`src/rtl/tmr_irq_pkg.sv`:
```
package tmr_irq_pkg;

   localparam int unsigned REG_ADDR_W = 2;

   typedef enum logic [REG_ADDR_W-1:0] {
      RA_FLAGS = 2'd0,
      RA_TMASK = 2'd1,
      RA_AMASK = 2'd2,
      RA_NONE  = 2'd3
   } reg_addr_e;

endpackage

```
`src/rtl/tmr_fall_detect.sv`:
```
module tmr_fall_detect #(
   parameter int unsigned N = 8
) (
   input  logic         clk,
   input  logic         rst_n,
   input  logic [N-1:0] level_i,
   output logic [N-1:0] prev_o,
   output logic [N-1:0] fall_o
);

   logic [N-1:0] prev_q;

   // Previous sample resets low so a timer idling at zero raises no event.
   always_ff @(posedge clk) begin
      if (!rst_n) prev_q <= '0;
      else        prev_q <= level_i;
   end

   assign fall_o = prev_q & ~level_i;
   assign prev_o = prev_q;

endmodule

```
`src/rtl/tmr_sticky_flags.sv`:
```
module tmr_sticky_flags #(
   parameter int unsigned N = 8
) (
   input  logic         clk,
   input  logic         rst_n,
   input  logic [N-1:0] set_i,
   input  logic         clr_en_i,
   input  logic [N-1:0] keep_i,
   output logic [N-1:0] flags_o
);

   logic [N-1:0] flag_q;

   for (genvar i = 0; i < N; i++) begin : g_bit
      // A set event outranks a clear on the same edge.
      always_ff @(posedge clk) begin
         if (!rst_n)                       flag_q[i] <= 1'b0;
         else if (set_i[i])                flag_q[i] <= 1'b1;
         else if (clr_en_i && !keep_i[i])  flag_q[i] <= 1'b0;
      end
   end

   assign flags_o = flag_q;

endmodule

```
`src/rtl/tmr_mask_reg.sv`:
```
module tmr_mask_reg #(
   parameter int unsigned W      = 8,
   parameter int unsigned DATA_W = 8
) (
   input  logic              clk,
   input  logic              rst_n,
   input  logic              we_i,
   input  logic [W-1:0]      wdata_i,
   output logic [W-1:0]      mask_o,
   output logic [DATA_W-1:0] rd_o
);

   localparam int unsigned PAD_W = DATA_W - W;

   logic [W-1:0] mask_q;

   // Every source is blocked out of reset.
   always_ff @(posedge clk) begin
      if (!rst_n)    mask_q <= '1;
      else if (we_i) mask_q <= wdata_i;
   end

   assign mask_o = mask_q;

   if (PAD_W > 0) begin : g_pad
      assign rd_o = {{PAD_W{1'b0}}, mask_q};
   end else begin : g_full
      assign rd_o = mask_q;
   end

endmodule

```
`src/rtl/tmr_irq_merge.sv`:
```
module tmr_irq_merge #(
   parameter int unsigned NT = 8,
   parameter int unsigned NA = 4
) (
   input  logic          clk,
   input  logic          rst_n,
   input  logic [NT-1:0] flags_i,
   input  logic [NT-1:0] tmask_i,
   input  logic [NA-1:0] alarms_i,
   input  logic [NA-1:0] amask_i,
   output logic          irq_o
);

   logic pend_tmr, pend_alm, irq_q;

   assign pend_tmr = |(flags_i & ~tmask_i);
   assign pend_alm = |(alarms_i & ~amask_i);

   always_ff @(posedge clk) begin
      if (!rst_n) irq_q <= 1'b0;
      else        irq_q <= pend_tmr | pend_alm;
   end

   assign irq_o = irq_q;

endmodule

```
`src/rtl/tmr_irq_ctrl.sv`:
```
module tmr_irq_ctrl #(
   parameter int unsigned NUM_TIMERS = 8,
   parameter int unsigned NUM_ALARMS = 4,
   parameter int unsigned DATA_W     = 8
) (
   input  logic                                clk,
   input  logic                                rst_n,
   input  logic [NUM_TIMERS-1:0]               timer_nz,
   input  logic [NUM_ALARMS-1:0]               alarm_flags,
   input  logic [tmr_irq_pkg::REG_ADDR_W-1:0]  reg_addr,
   input  logic                                reg_wr,
   input  logic [DATA_W-1:0]                   reg_wdata,
   output logic [DATA_W-1:0]                   reg_rdata,
   output logic                                irq
);
   import tmr_irq_pkg::*;

   localparam int unsigned FLAG_PAD = DATA_W - NUM_TIMERS;

   if (NUM_TIMERS > DATA_W || NUM_TIMERS == 0) begin : g_bad_timers
      $error("NUM_TIMERS must be between 1 and DATA_W");
   end
   if (NUM_ALARMS > DATA_W || NUM_ALARMS == 0) begin : g_bad_alarms
      $error("NUM_ALARMS must be between 1 and DATA_W");
   end

   logic [NUM_TIMERS-1:0] level_prev, fall_evt, flags_q, tmask_q;
   logic [NUM_ALARMS-1:0] amask_q;
   logic [DATA_W-1:0]     flags_rd, tmask_rd, amask_rd;
   logic                  wr_flags, wr_tmask, wr_amask;

   assign wr_flags = reg_wr && (reg_addr == RA_FLAGS);
   assign wr_tmask = reg_wr && (reg_addr == RA_TMASK);
   assign wr_amask = reg_wr && (reg_addr == RA_AMASK);

   tmr_fall_detect #(.N(NUM_TIMERS)) u_fall (
      .clk     (clk),
      .rst_n   (rst_n),
      .level_i (timer_nz),
      .prev_o  (level_prev),
      .fall_o  (fall_evt)
   );

   tmr_sticky_flags #(.N(NUM_TIMERS)) u_flags (
      .clk      (clk),
      .rst_n    (rst_n),
      .set_i    (fall_evt),
      .clr_en_i (wr_flags),
      .keep_i   (reg_wdata[NUM_TIMERS-1:0]),
      .flags_o  (flags_q)
   );

   tmr_mask_reg #(.W(NUM_TIMERS), .DATA_W(DATA_W)) u_tmask (
      .clk     (clk),
      .rst_n   (rst_n),
      .we_i    (wr_tmask),
      .wdata_i (reg_wdata[NUM_TIMERS-1:0]),
      .mask_o  (tmask_q),
      .rd_o    (tmask_rd)
   );

   tmr_mask_reg #(.W(NUM_ALARMS), .DATA_W(DATA_W)) u_amask (
      .clk     (clk),
      .rst_n   (rst_n),
      .we_i    (wr_amask),
      .wdata_i (reg_wdata[NUM_ALARMS-1:0]),
      .mask_o  (amask_q),
      .rd_o    (amask_rd)
   );

   tmr_irq_merge #(.NT(NUM_TIMERS), .NA(NUM_ALARMS)) u_merge (
      .clk      (clk),
      .rst_n    (rst_n),
      .flags_i  (flags_q),
      .tmask_i  (tmask_q),
      .alarms_i (alarm_flags),
      .amask_i  (amask_q),
      .irq_o    (irq)
   );

   if (FLAG_PAD > 0) begin : g_flag_pad
      assign flags_rd = {{FLAG_PAD{1'b0}}, flags_q};
   end else begin : g_flag_full
      assign flags_rd = flags_q;
   end

   always_comb begin
      unique case (reg_addr)
         RA_FLAGS: reg_rdata = flags_rd;
         RA_TMASK: reg_rdata = tmask_rd;
         RA_AMASK: reg_rdata = amask_rd;
         default:  reg_rdata = '0;
      endcase
   end

endmodule

```
`config.mk`:
```
export PLATFORM = sky130hd
export DESIGN_NAME = tmr_irq_ctrl
export DESIGN_NICKNAME = d
export VERILOG_FILES = /design/src/rtl/tmr_irq_pkg.sv /design/src/rtl/tmr_fall_detect.sv /design/src/rtl/tmr_sticky_flags.sv /design/src/rtl/tmr_mask_reg.sv /design/src/rtl/tmr_irq_merge.sv /design/src/rtl/tmr_irq_ctrl.sv
export SDC_FILE = /design/constraint.sdc
export NUM_CORES = 1
export LEC_CHECK = 0
export BUFFER_PORTS_ARGS = -buffer_cell sky130_fd_sc_hd__buf_4
export CELL_PAD_IN_SITES_DETAIL_PLACEMENT = 1
export CELL_PAD_IN_SITES_GLOBAL_PLACEMENT = 1
export CORE_ASPECT_RATIO = 0.8
export CORE_UTILIZATION = 40
export DETAILED_ROUTE_END_ITERATION = 16
export PLACE_DENSITY_LB_ADDON = 0.1
export SLEW_MARGIN = 10
export SYNTH_ARGS = -nofsm -noshare
export SYNTH_HDL_FRONTEND = slang
export SYNTH_SLANG_ARGS = --single-unit
```
`constraint.sdc`:
```
create_clock -name clk -period 1.6 [get_ports clk]
set_input_delay 0.16 -clock clk [delete_from_list [all_inputs] [get_ports clk]]
set_output_delay 0.16 -clock clk [all_outputs]
set_load 0.02 [all_outputs]
```
==> impl_metrics.ini, run 1 <==
[layout]
regArea_sq_um = 581
final_common_cell = buf_4
layout_common_cells = 33 x buf_4, 29 x dfxtp_1, 24 x nand2_1
n_fill_cell = 364
stdcell_count = 213
diodes = 0
design_area_sq_um = 1620
drive_above_1_share_pct = 22.9
multi_input_area_sq_um = 616
area_delta_synth_final_pct = 30.4
nets = 199

[place]
dp_hpwl_mm = 2.11
placed_cell_area_sq_um = 1500
globalplace.congestion = 0.787
dp_cells = 205
portBuffers = 33

[logic_synthesis]
synth_top_area_share_pct = 46.8
synth.avg_cell_area_sq_um = 8.80
synth_ff_type = dfxtp_1
yosysUniqueCellTypes = 21
ys_ff_latch = 29
synthesis.area_sq_um = 1240
synth_edf_count = 0
seq_area_frac_synth_pct = 46.8
async_reset_ff_share_pct = 0
ys_warn_count = 0
synth.area.top_cells = dfxtp_1 47%, mux2i_1 9.7%, nand2b_1 8.6%, nand2_1 7.3%, a21boi_1 4.8%
synth_top_area_cell = dfxtp_1
synthCells = 141
synth_nets = 166

[global_routing]
overflow = 0
grt_pass1_wl_mm = 4.84
grt_max_degree = 30
grt_usage_pct = 20.6
grt_pass1_vias = 1070
antenna_found_initial = 0

[clock_tree]
clkLatencyLatePin_ns = 0.29
ctsResizeCount = 0
cts_tree = yes
cts_setup_buffers = 0
clock_path_buffers = 2
holdBufCountCts = 0
htreeDepth = 2
cts_buffers = 5
cts.clk_slew.worst_paths_ns = 0.06
clock_sinks = 29
ctsRootBufferMaster = clkbuf_8

[die]
die_height_microns = 51.8
dieArea_sq_um = 3330
start_util_pct = 43.5
core_sq_um = 2850
die_x_microns = 64.3
rows = 17
ioPinCount = 34

[flow_run]
maxCapViolations = 0

[timing]
finalCriticalPeriod_ns = 1.28
finClkSkew_ns = 0.00426
tightest_slew_ns = 0.372
slew-limit-headroom_pct = 75.2
hold_ws_ns = 0.0768
drv_slew = 0
setup_viol = 0
fin_crit_sh_pct = 80.2
tns_ns = 0
rsz0062_at_grt = no
max_freq_mhz = 779
hold_viol_final = 0

[route]
drcViolationCount = 0
wl_per_cell_microns = 13.9
via_per_inst = 5.08
top_layer = met4
wl_met3_microns = 127
ant_nets = 0
wl_met1_mm = 1.46
dr_wl_met2_mm = 1.30
routed_wl_mm = 2.97
drt_iter0_drc = 49
via_count = 1081
firstDrtPassIters = 4

[critical_path]
rr_worst_depth = 3
cp_num_buf_inv = 1
required_ns = 1.44
end_kind = output pin
critical-path-top-delay-family = flip-flops
r2r_slack_ns = 0.59
slowest_stage = dfxtp_1
start_kind = flop
max_stage_delay_ns = 0.38
cp_data_arrival_time_ns = 1.12
worstPathCellList = mux2i_1, o21ai_0, buf_4
crit_fanout = 3
cp.depth = 3
critPathKind = reg -> out

[pwr]
vdd_drop_max_v = 0.000625
powerDensity_nw_per_um2 = 1110
p_total_uw = 1800
p_leak_uw = 0.000738

[hold_path]
hold_class = in -> reg
min_path_cells = 2

[status]
status = complete, no violations
[Yosys cell counts (all sizes together) (3+ instances only)]
library cell / count
dfxtp: 29
nand2: 24
nand2b: 17
mux2i: 12
o21ai: 12
a21boi: 8
and2: 8
nand3: 8
clkbuf: 4
nor2: 4
buf: 3
inv: 3
o2111ai: 3
[layer usage]
layer  vias to the layer above  GRT usage (%)
met5                         -              0
met1                       510           24.9
met3                         8           5.26
li1                        539              -
met4                         0           13.3
met2                        24           32.6
[logic make-up after synthesis]
kind of cell / count (synthesis) / synth area share, %
and+or+nand+nor: 66 / 27.4
DFF: 29 / 46.8
AOI/OAI and AO/OA: 24 / 12.5
muxes: 12 / 9.68
buffers and inverters: 10 / 3.63
[area by class of cell]
class                   instances  share of cell area [%]
clock inverters                 1                    1.85
multi-input cells             102                    38.0
well taps                      38                    2.94
repair buffers                 33                    15.3
flip-flops and latches         29                    35.9
clock buffers                   7                    5.33
inverters                       3                   0.696
[sequential cells by signal (all words and copies together), names as in the netlist]
signal           cells
u_merge.irq_o        1
u_fall.prev_o        8
u_tmask.mask_o       8
u_amask.mask_o       4
u_flags.flags_o      8
[per-stage QoR]
stage	worst slack, ns	util, %
floorplan	0.534	-
global placement	0.340	52.7
detailed placement	0.313	52.7
CTS	0.291	56.8
global route	0.289	56.8
finish	0.316	56.8
[power by group]
part	internal, uW	switching [uW]	total (uW)	leakage, uW
clock	507	283	789	0.0000585
sequential	760	21.9	782	0.000239
combinational	115	110	224	0.000440
[final timing paths]
check,start,end
hold reg to reg,u_fall.prev_o[3],u_flags.flags_o[3]
setup reg to reg,u_tmask.mask_o[5],u_merge.irq_o
setup / recovery,u_amask.mask_o[1],reg_rdata[1]
hold / removal,timer_nz[1],u_fall.prev_o[1]
Power figures use the tool's default switching activity.
==> inputs of run 2 (changes only) <==
CORE_UTILIZATION = 37   (was 40)
clock period = 1.3 ns   (was 1.6 ns; I/O delays follow)
==> run 2 against run 1 <==
Against the previous run: non-clock buffer count increased by 2; flip-flop and latch count unchanged; global-route usage decreased by 1.2 points; utilization decreased by 4.5 points; combinational power increased by 26%; final cell count increased by 1.9%; via count increased by 2.6%; sequential share of layout area decreased by 0.38 points; first-iteration DRC count increased by 18%; register-to-register slack got worse by 0.34 ns; critical path depth unchanged; highest routed layer unchanged.
==> impl_metrics.ini, run 2 (synthesis results as in run 1) <==
[status]
status = complete, no violations

[layout]
diodes = 0
regArea_sq_um = 581
layout_common_cells = 35 x buf_4, 29 x dfxtp_1, 24 x nand2_1
multi_input_area_sq_um = 616
final_common_cell = buf_4
stdcell_count = 217
area_delta_synth_final_pct = 31.9
nets = 201
n_fill_cell = 384
drive_above_1_share_pct = 23.7

[timing]
fin_crit_sh_pct = 94.8
drv_slew = 0
rsz0062_at_grt = no
slew-limit-headroom_pct = 74.8
hold_viol_final = 0
max_freq_mhz = 811
setup_viol = 0
finalCriticalPeriod_ns = 1.23
tightest_slew_ns = 0.379
tns_ns = 0
finClkSkew_ns = 0.00816

[global_routing]
grt_max_degree = 30
grt_usage_pct = 19.4
antenna_found_initial = 0
grt_pass1_wl_mm = 4.89
overflow = 0
grt_pass1_vias = 1076

[route]
via_count = 1109
drt_iter0_drc = 58
wl_per_cell_microns = 14.0
drcViolationCount = 0
firstDrtPassIters = 4
via_per_inst = 5.11
routed_wl_mm = 3.04
ant_nets = 0

[pwr]
p_int_uw = 1700
clockPowerShare_pct = 43.4
p_sw_uw = 497
p_leak_uw = 0.000747
pwr-share-seq_pct = 43.7
vdd_drop_max_v = 0.00122
swShare_pct = 22.6
powerDensity_nw_per_um2 = 1340
p_comb_share_pct = 12.9

[critical_path]
critPathKind = reg -> out
rr_worst_depth = 3
r2r_slack_ns = 0.25
cp_data_arrival_time_ns = 1.10
required_ns = 1.17
end_kind = output pin
worstPathCellList = mux2i_1, o21ai_0, buf_4
max_stage_delay_ns = 0.36
worstReg2RegStart = u_amask.mask_o[0]
start_kind = flop
crit_fanout = 3
slowest_stage = dfxtp_1
r2r_end = u_merge.irq_o

[hold_path]
min_path_cells = 2
hold_class = in -> reg
hold_start = timer_nz[7]
worstHoldEndpoint = u_fall.prev_o[7]

[place]
portBuffers = 33
globalplace.congestion = 0.768
dp_cells = 209
dp_hpwl_mm = 2.20

[die]
start_util_pct = 39.6
ioPinCount = 34
rows = 18
core_sq_um = 3130
die_height_microns = 53.8
die_x_microns = 66.8
dieArea_sq_um = 3590

[clock_tree]
clkLatencyLatePin_ns = 0.28
clock_sinks = 29
cts.clk_slew.worst_paths_ns = 0.06
ctsRootBufferMaster = clkbuf_8
clock_path_buffers = 2
cts_tree = yes
cts_buffers = 5
htreeDepth = 2

[flow_run]
maxCapViolations = 0
-- run 2: worst max path at each step --
| stage | slack, ns | from | cells past startpoint | end |
|---|---|---|---|---|
| 6_report | 0.07 | u_amask.mask_o[1] | 3 | reg_rdata[1] |
| 5_1_grt | 0.02 | u_amask.mask_o[0] | 3 | reg_rdata[0] |
| 4_1_cts | 0.06 | u_amask.mask_o[1] | 3 | reg_rdata[1] |
| 3_5_place_dp | 0.08 | reg_addr[0] | 4 | u_flags.flags_o[0] |
| 3_3_place_gp | 0.11 | reg_addr[0] | 4 | u_flags.flags_o[5] |
| 2_1_floorplan | 0.29 | reg_addr[1] | 3 | reg_rdata[1] |
-- run 2: cell type report --
cell class | instances | share of cell area (%)
timing repair buffer | 35 | 16.1
inverter | 3 | 0.688
clock inverter | 1 | 1.83
clock buffer | 7 | 5.28
tap | 40 | 3.06
sequential | 29 | 35.5
multi-input combinational | 102 | 37.6
-- run 2: power by group through the flow --
stage          clock network (uW)  registers (uW)  logic, uW
2_1_floorplan                   0             976        155
3_3_place_gp                    0             979        278
3_5_place_dp                    0             982        284
4_1_cts                       981             963        286
5_1_grt                      1020             967        311
6_report                      956             962        283
-- run 2: repair_timing --
item	CTS	global route
gates resized for setup	0	1
setup buffers	0	0
setup endpoints to repair	0	1
hold buffers	0	0
-- run 2: routing by layer --
layer  routed length [microns]  global-route usage [%]
met5                         0                       0
met4                        53                    8.51
met3                       160                    7.42
met2                      1430                    32.3
met1                      1390                    22.4
-- run 2: critical path: cells and delay by family (launching register included) --
kind                   cells  cell delay [ns]
flip-flops                 1             0.36
multiplexers               1             0.08
AO/OA/AOI/OAI              1             0.20
buffers and inverters      1             0.18
-- run 2: through the flow --
step	power (uW)	hold WS (ns)	util, %	instance area, sq um	setup slack [ns]
floorplan	1130	0.252	-	1240	0.294
global placement	1260	0.340	48.6	1520	0.107
detailed placement	1270	0.343	48.6	1520	0.0836
CTS	2230	0.0503	52.3	1640	0.0624
global route	2300	0.0489	52.3	1640	0.0208
finish	2200	0.0551	52.3	1640	0.0675
==> inputs of run 3 (changes only) <==
SETUP_SLACK_MARGIN = 0.3   (was unset)
==> run 3 against run 2 <==
Against the previous run: utilization is 2.6 points higher; via count increased by 1.5%; critical path type unchanged; register-to-register slack about the same; cell area grew 5.0%; largest cell class unchanged; clock power is 14% lower; critical path depth is the same; highest routed layer unchanged; first-iteration DRC count is 52% lower; largest power group unchanged; global-route usage up 1.7 points.
==> impl_metrics.ini, run 3 (synthesis results as in run 1) <==
[status]
status = complete, no violations

[die]
ioPinCount = 34
die_x_microns = 66.8
rows = 18
core_sq_um = 3130
die_height_microns = 53.8
dieArea_sq_um = 3590
start_util_pct = 39.6

[timing]
drv_slew = 0
rsz0062_at_grt = yes
slew-limit-headroom_pct = 74.3
hold_viol_final = 0
finClkSkew_ns = 0.00359
setup_viol = 0
fin_crit_sh_pct = 88.4
tns_ns = 0
max_freq_mhz = 870
tightest_slew_ns = 0.384
finalCriticalPeriod_ns = 1.15
hold_ws_ns = 0.0547

[critical_path]
crit_fanout = 2
startpoint = u_amask.mask_o[0]
worstReg2RegStart = u_amask.mask_o[0]
required_ns = 1.17
end_kind = output pin
r2r_slack_ns = 0.26
r2r_end = u_merge.irq_o
cp_data_arrival_time_ns = 1.02
rr_worst_depth = 4
crit_end = reg_rdata[0]
start_kind = flop
critPathKind = reg -> out

[place]
placed_cell_area_sq_um = 1510
portBuffers = 33
dp_hpwl_mm = 2.19
globalplace.congestion = 0.748
dp_cells = 207

[layout]
stdcell_count = 222
final_common_cell = buf_4
diodes = 0
regArea_sq_um = 602
final_util_pct = 54.9
nets = 206
area_delta_synth_final_pct = 38.4
n_fill_cell = 373
drive_above_1_share_pct = 39.0
multi_input_area_sq_um = 646
layout_common_cells = 38 x buf_4, 24 x nand2_1, 17 x dfxtp_2
design_area_sq_um = 1720

[global_routing]
grt_pass1_vias = 1054
grt_usage_pct = 21.1
grt_max_degree = 30
grt_pass1_wl_mm = 5.19
antenna_found_initial = 0
overflow = 0

[clock_tree]
ctsRootBufferMaster = clkbuf_8
clkLatencyLatePin_ns = 0.28
cts.clk_slew.worst_paths_ns = 0.06
cts_buffers = 5
cts_tree = yes
htreeDepth = 2
holdBufCountCts = 0
clock_sinks = 29
clock_path_buffers = 2

[route]
drt_iter0_drc = 28
drcViolationCount = 0
ant_nets = 0
firstDrtPassIters = 4
routed_wl_mm = 3.47
via_count = 1126
via_per_inst = 5.07
wl_per_cell_microns = 15.6

[flow_run]
maxCapViolations = 0

[hold_path]
min_path_cells = 2
hold_class = in -> reg

[pwr]
vdd_drop_max_v = 0.000713
powerDensity_nw_per_um2 = 1220
p_leak_uw = 0.000798
run 3: cell count changes in the layout (fill, tap and decap cells not counted), moves of 2 or more:
| cell | change |
|---|---|
| dfxtp_2 | +17 |
| o2111ai_1 | -2 |
| nand2b_1 | -2 |
| o21ai_0 | -3 |
| dfxtp_1 | -17 |
| buf_4 | +3 |
| buf_6 | +2 |
| o21ai_1 | +3 |
| nand2b_4 | +2 |
| o2111ai_2 | +2 |
run 3: per-stage QoR:
| step | setup WS [ns] | power, uW |
|---|---|---|
| after CTS | 0.131 | 2110 |
| after global routing | 0.102 | 2190 |
| after floorplan | 0.325 | 1130 |
| after detailed placement | 0.0372 | 1260 |
| final | 0.151 | 2100 |
| after global placement | 0.0936 | 1250 |
run 3: final cells by class:
class | instances | area share, %
multi-input combinational | 102 | 37.6
sequential | 29 | 35.0
timing repair buffer | 40 | 17.9
clock buffer | 7 | 5.61
tap | 40 | 2.91
inverter | 3 | 0.655
clock inverter | 1 | 0.291
run 3: worst min path at each step:
stage	startpoint	to	slack, ns
4_1_cts	timer_nz[6]	u_fall.prev_o[6]	0.05
2_1_floorplan	timer_nz[0]	u_fall.prev_o[0]	0.25
3_5_place_dp	timer_nz[4]	u_fall.prev_o[4]	0.34
3_3_place_gp	timer_nz[5]	u_fall.prev_o[5]	0.34
6_report	timer_nz[6]	u_fall.prev_o[6]	0.05
5_1_grt	timer_nz[3]	u_fall.prev_o[3]	0.06
run 3: per-layer routing:
layer / part of all wire [%] / up-vias / global-route usage, %
li1: - / 557 / -
met1: 47 / 542 / 25.6
met2: 48 / 22 / 34.3
met3: 3.9 / 5 / 5.93
met4: 1.3 / 0 / 10.6
met5: 0 / - / 0
run 3: worst max-delay path, stage by stage (launching register included):
cell and delay (ns):
dfxtp_2 0.33, mux2i_1 0.07, o21ai_1 0.17, buf_4 0.17
run 3: power by group:
group	switching, uW	leakage (uW)	total, uW	internal (uW)
Sequential	27.5	0.000238	968	940
Clock	340	0.0000542	818	478
Combinational	152	0.000506	312	159
Total	520	0.000798	2100	1580
run 3: repair_timing:
item                                    CTS  global route
gates resized for setup                  20             5
endpoints found under the setup margin    9            15
pin swaps                                 6             6
buffers inserted                          5             2
